==> config.mk <==
export PLATFORM = sky130hd
export DESIGN_NAME = tripsd_ctrl
export DESIGN_NICKNAME = d
export VERILOG_FILES = /design/src/rtl/tripsd_pkg.sv /design/src/rtl/tripsd_sync.sv /design/src/rtl/tripsd_fsm.sv /design/src/rtl/tripsd_outs.sv /design/src/rtl/tripsd_ctrl.sv
export SDC_FILE = /design/constraint.sdc
export NUM_CORES = 1
export LEC_CHECK = 0
export ABC_AREA = 1
export CAP_MARGIN = 30
export CORE_AREA = 2 2 39 41
export DETAILED_ROUTE_END_ITERATION = 10
export DIE_AREA = 0 0 41 43
export HOLD_SLACK_MARGIN = 0.15
export PLACE_DENSITY = 0.43
export REMOVE_ABC_BUFFERS = 1
export SLEW_MARGIN = 5
export SYNTH_ARGS = -nofsm -noshare
export SYNTH_HDL_FRONTEND = slang
export SYNTH_SLANG_ARGS = --single-unit
==> constraint.sdc <==
create_clock -name clk -period 1.5 [get_ports clk]
set_input_delay 0.225 -clock clk [delete_from_list [all_inputs] [get_ports clk]]
set_output_delay 0.225 -clock clk [all_outputs]
set_load 0.02 [all_outputs]
==> src/rtl/tripsd_pkg.sv <==
package tripsd_pkg;

   // Leg shutdown phases
   typedef enum logic [1:0] {
      SD_WAIT  = 2'd0,   // no fault, waiting for pin to be released
      SD_RUN   = 2'd1,   // gates allowed
      SD_HOLD  = 2'd2,   // fault: pull-down latched on
      SD_RECOV = 2'd3    // fault: pull-down released, pin recovering
   } sd_state_e;

   localparam int unsigned PIN_FLAG_W = 2;   // {below_lo, above_hi}
   localparam int unsigned PIN_HI_BIT = 0;
   localparam int unsigned PIN_LO_BIT = 1;

   function automatic logic in_fault(sd_state_e s);
      return (s == SD_HOLD) || (s == SD_RECOV);
   endfunction

endpackage

==> src/rtl/tripsd_sync.sv <==
module tripsd_sync #(
   parameter int unsigned WIDTH   = 1,
   parameter int unsigned STAGES  = 2,
   parameter logic [WIDTH-1:0] RST_VAL = '0
) (
   input  logic             clk,
   input  logic             rst_n,
   input  logic [WIDTH-1:0] d_i,
   output logic [WIDTH-1:0] q_o
);

   localparam int unsigned LAST = STAGES - 1;

   logic [STAGES-1:0][WIDTH-1:0] chain_q;

   generate
      if (STAGES == 1) begin : g_single
         always_ff @(posedge clk or negedge rst_n) begin
            if (!rst_n) chain_q[0] <= RST_VAL;
            else        chain_q[0] <= d_i;
         end
      end else begin : g_multi
         always_ff @(posedge clk or negedge rst_n) begin
            if (!rst_n) chain_q <= {STAGES{RST_VAL}};
            else        chain_q <= {chain_q[STAGES-2:0], d_i};
         end
      end
   endgenerate

   assign q_o = chain_q[LAST];

endmodule

==> src/rtl/tripsd_fsm.sv <==
module tripsd_fsm
   import tripsd_pkg::*;
(
   input  logic      clk,
   input  logic      rst_n,
   input  logic      trip_q_i,
   input  logic      hi_q_i,
   input  logic      lo_q_i,
   output sd_state_e state_o
);

   sd_state_e state_q, state_d;

   always_comb begin
      state_d = state_q;
      if (trip_q_i) begin
         state_d = SD_HOLD;              // any trip (re)starts the hold phase
      end else begin
         unique case (state_q)
            SD_WAIT:  if (hi_q_i)  state_d = SD_RUN;
            SD_RUN:   if (!hi_q_i) state_d = SD_WAIT;
            SD_HOLD:  if (lo_q_i)  state_d = SD_RECOV;
            SD_RECOV: if (hi_q_i)  state_d = SD_RUN;
            default:               state_d = SD_WAIT;
         endcase
      end
   end

   always_ff @(posedge clk or negedge rst_n) begin
      if (!rst_n) state_q <= SD_WAIT;
      else        state_q <= state_d;
   end

   assign state_o = state_q;

endmodule

==> src/rtl/tripsd_outs.sv <==
module tripsd_outs
   import tripsd_pkg::*;
(
   input  sd_state_e state_i,
   input  logic      trip_q_i,
   input  logic      hi_q_i,
   output logic      gate_off_o,
   output logic      pulldown_en_o,
   output logic      fault_o
);

   // Fast path: the registered trip acts without waiting for the state.
   always_comb begin
      gate_off_o    = trip_q_i | ~hi_q_i | (state_i != SD_RUN);
      pulldown_en_o = trip_q_i | (state_i == SD_HOLD);
      fault_o       = trip_q_i | in_fault(state_i);
   end

endmodule

==> src/rtl/tripsd_ctrl.sv <==
module tripsd_ctrl
   import tripsd_pkg::*;
#(
   parameter int unsigned PIN_SYNC_STAGES = 2
) (
   input  logic clk,
   input  logic rst_n,
   input  logic oc_trip_i,
   input  logic pin_above_hi_i,
   input  logic pin_below_lo_i,
   output logic gate_off_o,
   output logic pulldown_en_o,
   output logic fault_o
);

   localparam int unsigned TRIP_STAGES = 1;

   generate
      if (PIN_SYNC_STAGES < 1 || PIN_SYNC_STAGES > 4) begin : g_bad_depth
         $error("tripsd_ctrl: PIN_SYNC_STAGES must be 1..4");
      end
   endgenerate

   logic                  trip_q;
   logic [PIN_FLAG_W-1:0] pin_raw, pin_q;
   sd_state_e             state;

   assign pin_raw[PIN_HI_BIT] = pin_above_hi_i;
   assign pin_raw[PIN_LO_BIT] = pin_below_lo_i;

   tripsd_sync #(.WIDTH(1), .STAGES(TRIP_STAGES), .RST_VAL(1'b0)) i_trip_reg (
      .clk   (clk),
      .rst_n (rst_n),
      .d_i   (oc_trip_i),
      .q_o   (trip_q)
   );

   tripsd_sync #(.WIDTH(PIN_FLAG_W), .STAGES(PIN_SYNC_STAGES), .RST_VAL('0)) i_pin_sync (
      .clk   (clk),
      .rst_n (rst_n),
      .d_i   (pin_raw),
      .q_o   (pin_q)
   );

   tripsd_fsm i_fsm (
      .clk      (clk),
      .rst_n    (rst_n),
      .trip_q_i (trip_q),
      .hi_q_i   (pin_q[PIN_HI_BIT]),
      .lo_q_i   (pin_q[PIN_LO_BIT]),
      .state_o  (state)
   );

   tripsd_outs i_outs (
      .state_i       (state),
      .trip_q_i      (trip_q),
      .hi_q_i        (pin_q[PIN_HI_BIT]),
      .gate_off_o    (gate_off_o),
      .pulldown_en_o (pulldown_en_o),
      .fault_o       (fault_o)
   );

endmodule

==> out/metrics.csv, run 1 <==
stage,metric,value,unit
routing,DR pass1 iterations,1,
grt,pin count of the biggest net entering global routing,8,
grt,initial antenna violation count,0,
sta,Final Skew,3.527,ps
outcome,status,"complete, no violations",
logic_synthesis,Post-synth ARST share,100.0,%
logic_synthesis,post-synth cell types,10,
sta,Final period util,93.07,%
logic_synthesis,"count leader, synth",dfrtp_1,
routing,# DRC,0,
finish,Ant. Diodes,0,
grt,vias in the first global route,286,
logic_synthesis,register area share after synthesis,56.22,%
setup_path,CP arrival,1170,ps
grt,global-route wire length before repair,1.041,mm
finish,layout cells sized above 1,31.91,%
setup_path,Crit Path Category,reg2out,
logic_synthesis,Synth Flop Type,dfrtp_1,
sta,Slew HR,80.65,%
grt,gr usage total,8.731,%
sta,Final Slew Violations,0,
setup_path,worst-path maximum fanout,3,
logic_synthesis,Post-synth EDFFs,0,
power,Leak,0.2245,nW
cts,clk slew on worst S/H paths,50,ps
sta,setup ws final,103.9,ps
setup_path,Reg2Reg Launch Point,i_fsm.state_o[0],
sta,Min Hold Slack,230.5,ps
sta,Max Freq,716.3,MHz
logic_synthesis,post-synth top area cell,dfrtp_1,
routing,Vias/cell,3.984,
floorplanning,Die H,43,µm
grt,met1 GRT Util,10.00,%
setup_path,CP Data Required Time,1270,ps
floorplanning,Die Area,1763,µm²
routing,WL final,545,µm
grt,GRT met3 Usage,1.571,%
floorplanning,Core ar.,1384,µm²
finish,area grow syn2layout,44.18,%
cts,Clock Latency Late Sink,240,ps
sta,RSZ-0062 raised after global routing,no,
logic_synthesis,Mapped Cells,32,
power,"IR drop worst, VDD",0.0005242,V
logic_synthesis,Syn Area/Cell,9.736,µm²
place,I/O Buffers,7,
logic_synthesis,Post-synth top cells,"dfrtp_1, nand2_1, inv_1",
power,Switching Fraction,34.08,%
setup_path,Crit. End Element,primary output,
routing,Starting DRT DRC Count,0,
cts,CTS tree,done,
cts,CTS max path bufs,2,
sta,final setup fails,0,
floorplanning,Rows,14,
place,pre-CTS setup slack,-49.97,ps
cts,post-CTS setup repair buffer count,0,
grt,GR met2 Demand/Resource,13.75,%
place,global placement routability congestion,0.7263,
sta,TNS Setup,0,ps
cts,clk root buf,clkbuf_4,
power,Int Power,0.4812,mW
logic_synthesis,top cell type's share of synthesized area,56.22,%
job,MaxCap Viol Count,0,
power,pwr/cell area,1625,nW/µm²
power,combinational power share,44.3,%
setup_path,Startpoint Class,register,
grt,Most Crowded Layer GR,met2,
sta,Tmin final,1396,ps
logic_synthesis,Synth Register Bits,7,
floorplanning,I/O pin count,8,
floorplanning,initial core utilization,22.51,%
sta,Hold Fails Final Rpt,0,
sta,Worst Tran Pin Value,289.4,ps
cts,TritonCTS Buffers,3,
grt,grt ovf,0,
power,Sequential Power Share,33.9,%
floorplanning,Die X,41,µm
logic_synthesis,ranking of synthesized cells by area,"dfrtp_1, ha_1, nand2_1",
routing,post-route ant nets,0,
power,P_sw,0.2488,mW
setup_path,launch point of the worst path,i_fsm.state_o[1],
power,Clk pwr share,21.8,%
cts,"Hold-fix buffers, CTS",0,
routing,DR vias,251,
finish,Final nets,55,
logic_synthesis,synthesized area,311.5,µm²
cts,clock sink count,7,
power,total power,0.7300,mW
worst_hold_path,Worst Hold Class,in2async,
cts,H-tree lvl count,1,
logic_synthesis,synth warn,0,
routing,average wire per standard cell,8.651,µm
place,dpl hpwl,462.6,µm
worst paths after layout:
path | to | slack [ps] | cells past startpoint
max | fault_o | 100 | 4
min | i_fsm.state_o[1] | 230 | 1
max reg2reg | i_fsm.state_o[1] | 300 | 7
min reg2reg | i_pin_sync.q_o[1] | 350 | 0
max in group asynchronous | i_pin_sync.q_o[1] | 1040 | 1
min in group clk | i_pin_sync.q_o[1] | 350 | 0
layer usage:
metal | share of wire, % | routed length (µm)
met2 | 53 | 289
met4 | 0 | 0
met1 | 41 | 224
met5 | 0 | 0
met3 | 5.7 | 31
logic make-up after synthesis:
kind of cell / after synthesis / synth area share (%)
and+or+nand+nor: 17 / 28.52
DFF: 7 / 56.23
buffers and inverters: 6 / 7.228
adders and majority gates: 2 / 8.031
power groups by stage:
stage / sequential [mW] / clock (mW) / combinational [mW]
2_1_floorplan: 0.244 / 0 / 0.192
3_3_place_gp: 0.248 / 0 / 0.332
3_5_place_dp: 0.251 / 0 / 0.342
4_1_cts: 0.247 / 0.171 / 0.335
5_1_grt: 0.252 / 0.181 / 0.364
6_report: 0.247 / 0.159 / 0.324
timing repair:
action                     4_1_cts  5_1_grt
setup endpoints to repair        3        2
cloned                           0        0
gates resized for setup          7        3
layout make-up:
class	count	area, µm²
clock buffers	4	26.28
inverters	6	22.52
fillers	144	934.6
repair buffers	11	88.84
flip-flops and latches	7	175.2
well taps	16	20.02
multi-input cells	19	116.4
metrics by stage:
stage	utilization, %	std cells	instance area [µm²]
after floorplan	-	32	311.5
after global placement	31.19	59	431.7
after detailed placement	31.19	59	431.7
after CTS	33.18	63	459.2
after global routing	32.46	63	449.2
final	32.46	63	449.2
layout by cell type, fill, tap and decap left out:
master and instances:
buf_2 2, buf_4 4, clkbuf_1 1, clkbuf_4 3, clkdlybuf4s50_1 4, dfrtp_1 7
dlygate4sd2_1 1, ha_1 1, ha_2 1, inv_1 5, inv_2 1, nand2_1 6
nand2_2 2, nand3_1 4, nand3_2 2, nand4_1 1, nor2_1 2
critical path: stages (launching register included):
cell	delay, ps
dfrtp_1	390
inv_1	80
buf_4	100
nand2_1	40
dlygate4sd2_1	310
state kept, by name, summed over array words and instances, names as in the netlist:
name and flops:
i_fsm.state_o 2, i_pin_sync.chain_q 2, i_pin_sync.q_o 2, i_trip_reg.q_o 1
No activity file was read; power rests on OpenSTA's default activity.
==> run 2, diff against run 1 <==
clock period = 1.54 ns   (was 1.5 ns; I/O delays follow)
==> out/metrics.csv, run 2 (same netlist as run 1, synthesis figures left out) <==
stage,metric,value,unit,change
outcome,status,"complete, no violations",,
cts,clk root buf,clkbuf_4,,
cts,CTS max path bufs,2,,unchanged
routing,post-route ant nets,0,,unchanged
cts,Clock Latency Late Sink,240,ps,about the same
routing,average wire per standard cell,8.918,µm,+3.1%
sta,Slew HR,79.93,%,-0.72 points
setup_path,Crit Path Category,reg2out,,
routing,# DRC,0,,unchanged
finish,post-layout util,31.19,%,-1.3 points
floorplanning,Die X,41,µm,unchanged
cts,CTS tree,done,,
finish,Ant. Diodes,0,,unchanged
sta,Final Skew,0.7834,ps,-2.743 ps
cts,post_cts resized,5,,-2
floorplanning,Core ar.,1384,µm²,unchanged
worst_hold_path,Worst Hold Class,in2async,,
routing,WL met1,210,µm,-6.3%
finish,most frequent cells in the layout,"dfrtp_1, nand2_1, inv_1",,
sta,Min Hold Slack,239.8,ps,+9.351 ps
grt,gr usage total,8.325,%,-0.41 points
grt,global-route wire length before repair,924,µm,-11%
finish,Final nets,53,,-3.6%
place,I/O Buffers,7,,unchanged
finish,layout cells sized above 1,26.67,%,-5.2 points
power,Sequential Power Share,35.2,%,+1.3 points
power,combinational power share,41.5,%,-2.8 points
sta,Tmin final,1383,ps,
routing,DR pass1 iterations,1,,unchanged
cts,"Hold-fix buffers, CTS",0,,unchanged
floorplanning,I/O pin count,8,,unchanged
power,Switching Fraction,34.97,%,+0.88 points
grt,grt ovf,0,,unchanged
sta,Final Slew Violations,0,,unchanged
sta,Max Freq,722.9,MHz,
routing,Vias/cell,3.918,,-1.7%
setup_path,Crit. End Element,primary output,,
power,Leak,0.2190,nW,-2.5%
place,dpl hpwl,456,µm,-1.4%
finish,area grow syn2layout,38.55,%,
sta,RSZ-0062 raised after global routing,no,,
cts,clk slew on worst S/H paths,50,ps,about the same
place,global placement routability congestion,0.7029,,-3.2%
grt,initial antenna violation count,0,,unchanged
floorplanning,initial core utilization,22.51,%,unchanged
setup_path,Startpoint Class,register,,
job,MaxCap Viol Count,0,,unchanged
grt,pin count of the biggest net entering global routing,8,,unchanged
power,"IR drop worst, VDD",0.0005327,V,+1.6%
cts,clock sink count,7,,unchanged
setup_path,worst-path maximum fanout,3,,unchanged
power,Int Power,0.4426,mW,-8.0%
sta,TNS Setup,0,ps,unchanged
cts,H-tree lvl count,1,,unchanged
routing,DR WL met3,28,µm,-9.7%
routing,WL final,544,µm,-0.18%
place,Cells after DPL,57,,-3.4%
power,P_sw,0.2380,mW,-4.4%
routing,Max Used Layer,met3,,
setup_path,critical path's slowest cell,dfrtp_1,,
cts,post-CTS setup repair buffer count,0,,unchanged
routing,met2 WL post-DR,306,µm,+5.9%
sta,Hold Fails Final Rpt,0,,unchanged
sta,Worst Tran Pin Value,300.1,ps,+10.77 ps
sta,final setup fails,0,,unchanged
floorplanning,Die Area,1763,µm²,unchanged
routing,Starting DRT DRC Count,0,,unchanged
routing,DR vias,239,,-4.8%
finish,"commonest non-fill, non-tap cell in the layout",dfrtp_1,,
floorplanning,Rows,14,,unchanged
setup_path,CP cell instances,inv_1 -> ha_1 -> nand3_2 -> clkbuf_2,,
setup_path,CP arrival,1150,ps,-20 ps
grt,vias in the first global route,222,,-22%
floorplanning,Die H,43,µm,unchanged
sta,Final period util,89.83,%,
setup_path,slowest cell delay on critical path,390,ps,about the same
cts,TritonCTS Buffers,3,,unchanged
setup_path,CP Data Required Time,1310,ps,+40 ps
power,pwr/cell area,1577,nW/µm²,-3.0%
finish,Non-Filler Instances,61,,-3.2%
power,Clk pwr share,23.3,%,+1.5 points
-- run 2: metal layers --
metal	vias to the layer above	track usage, %
li1	124	-
met1	109	9.333
met2	6	12.19
met3	0	1.571
met4	0	8.000
met5	-	0
-- run 2: worst max-delay path: cells and delay by family (launching register included) --
family	cells	cell delay, ps
adder cells (fa/ha/maj)	1	190
buffers and inverters	2	240
flip-flops	1	390
AND/OR/NAND/NOR	1	90
-- run 2: stage by stage --
stage	power (mW)	area, µm²	worst slack, ps
6_report	0.6806	431.7	156.6
3_5_place_dp	0.5468	416.7	-12.42
5_1_grt	0.7422	431.7	58.46
4_1_cts	0.7044	441.7	3.808
2_1_floorplan	0.4249	311.5	475.9
3_3_place_gp	0.5350	416.7	-1.262
-- run 2: final timing paths --
kind,startpoint,endpoint,slack [ps],cells past startpoint
worst min-delay path,rst_n,i_pin_sync.chain_q[1],240,1
worst max register to register,i_fsm.state_o[0],i_fsm.state_o[1],350,7
worst min register to register,i_pin_sync.chain_q[0],i_pin_sync.q_o[0],340,0
worst max-delay path,i_fsm.state_o[1],gate_off_o,160,4
max in group asynchronous,rst_n,i_fsm.state_o[0],1070,1
min in group clk,i_pin_sync.chain_q[0],i_pin_sync.q_o[0],340,0
-- run 2: area by class of cell --
cell class              instances  area [µm²]
clock buffers                   4       26.28
flip-flops and latches          7       175.2
well taps                      16       20.02
multi-input cells              19       113.9
inverters                       6       22.52
repair buffers                  9       73.82
fillers                       156       952.2
-- run 2: power groups by stage --
stage          registers [mW]  logic, mW  clock network, mW
2_1_floorplan           0.238      0.187                  0
3_3_place_gp            0.242      0.293                  0
3_5_place_dp            0.243      0.304                  0
4_1_cts                 0.240      0.294              0.170
5_1_grt                 0.244      0.320              0.178
6_report                0.239      0.283              0.159
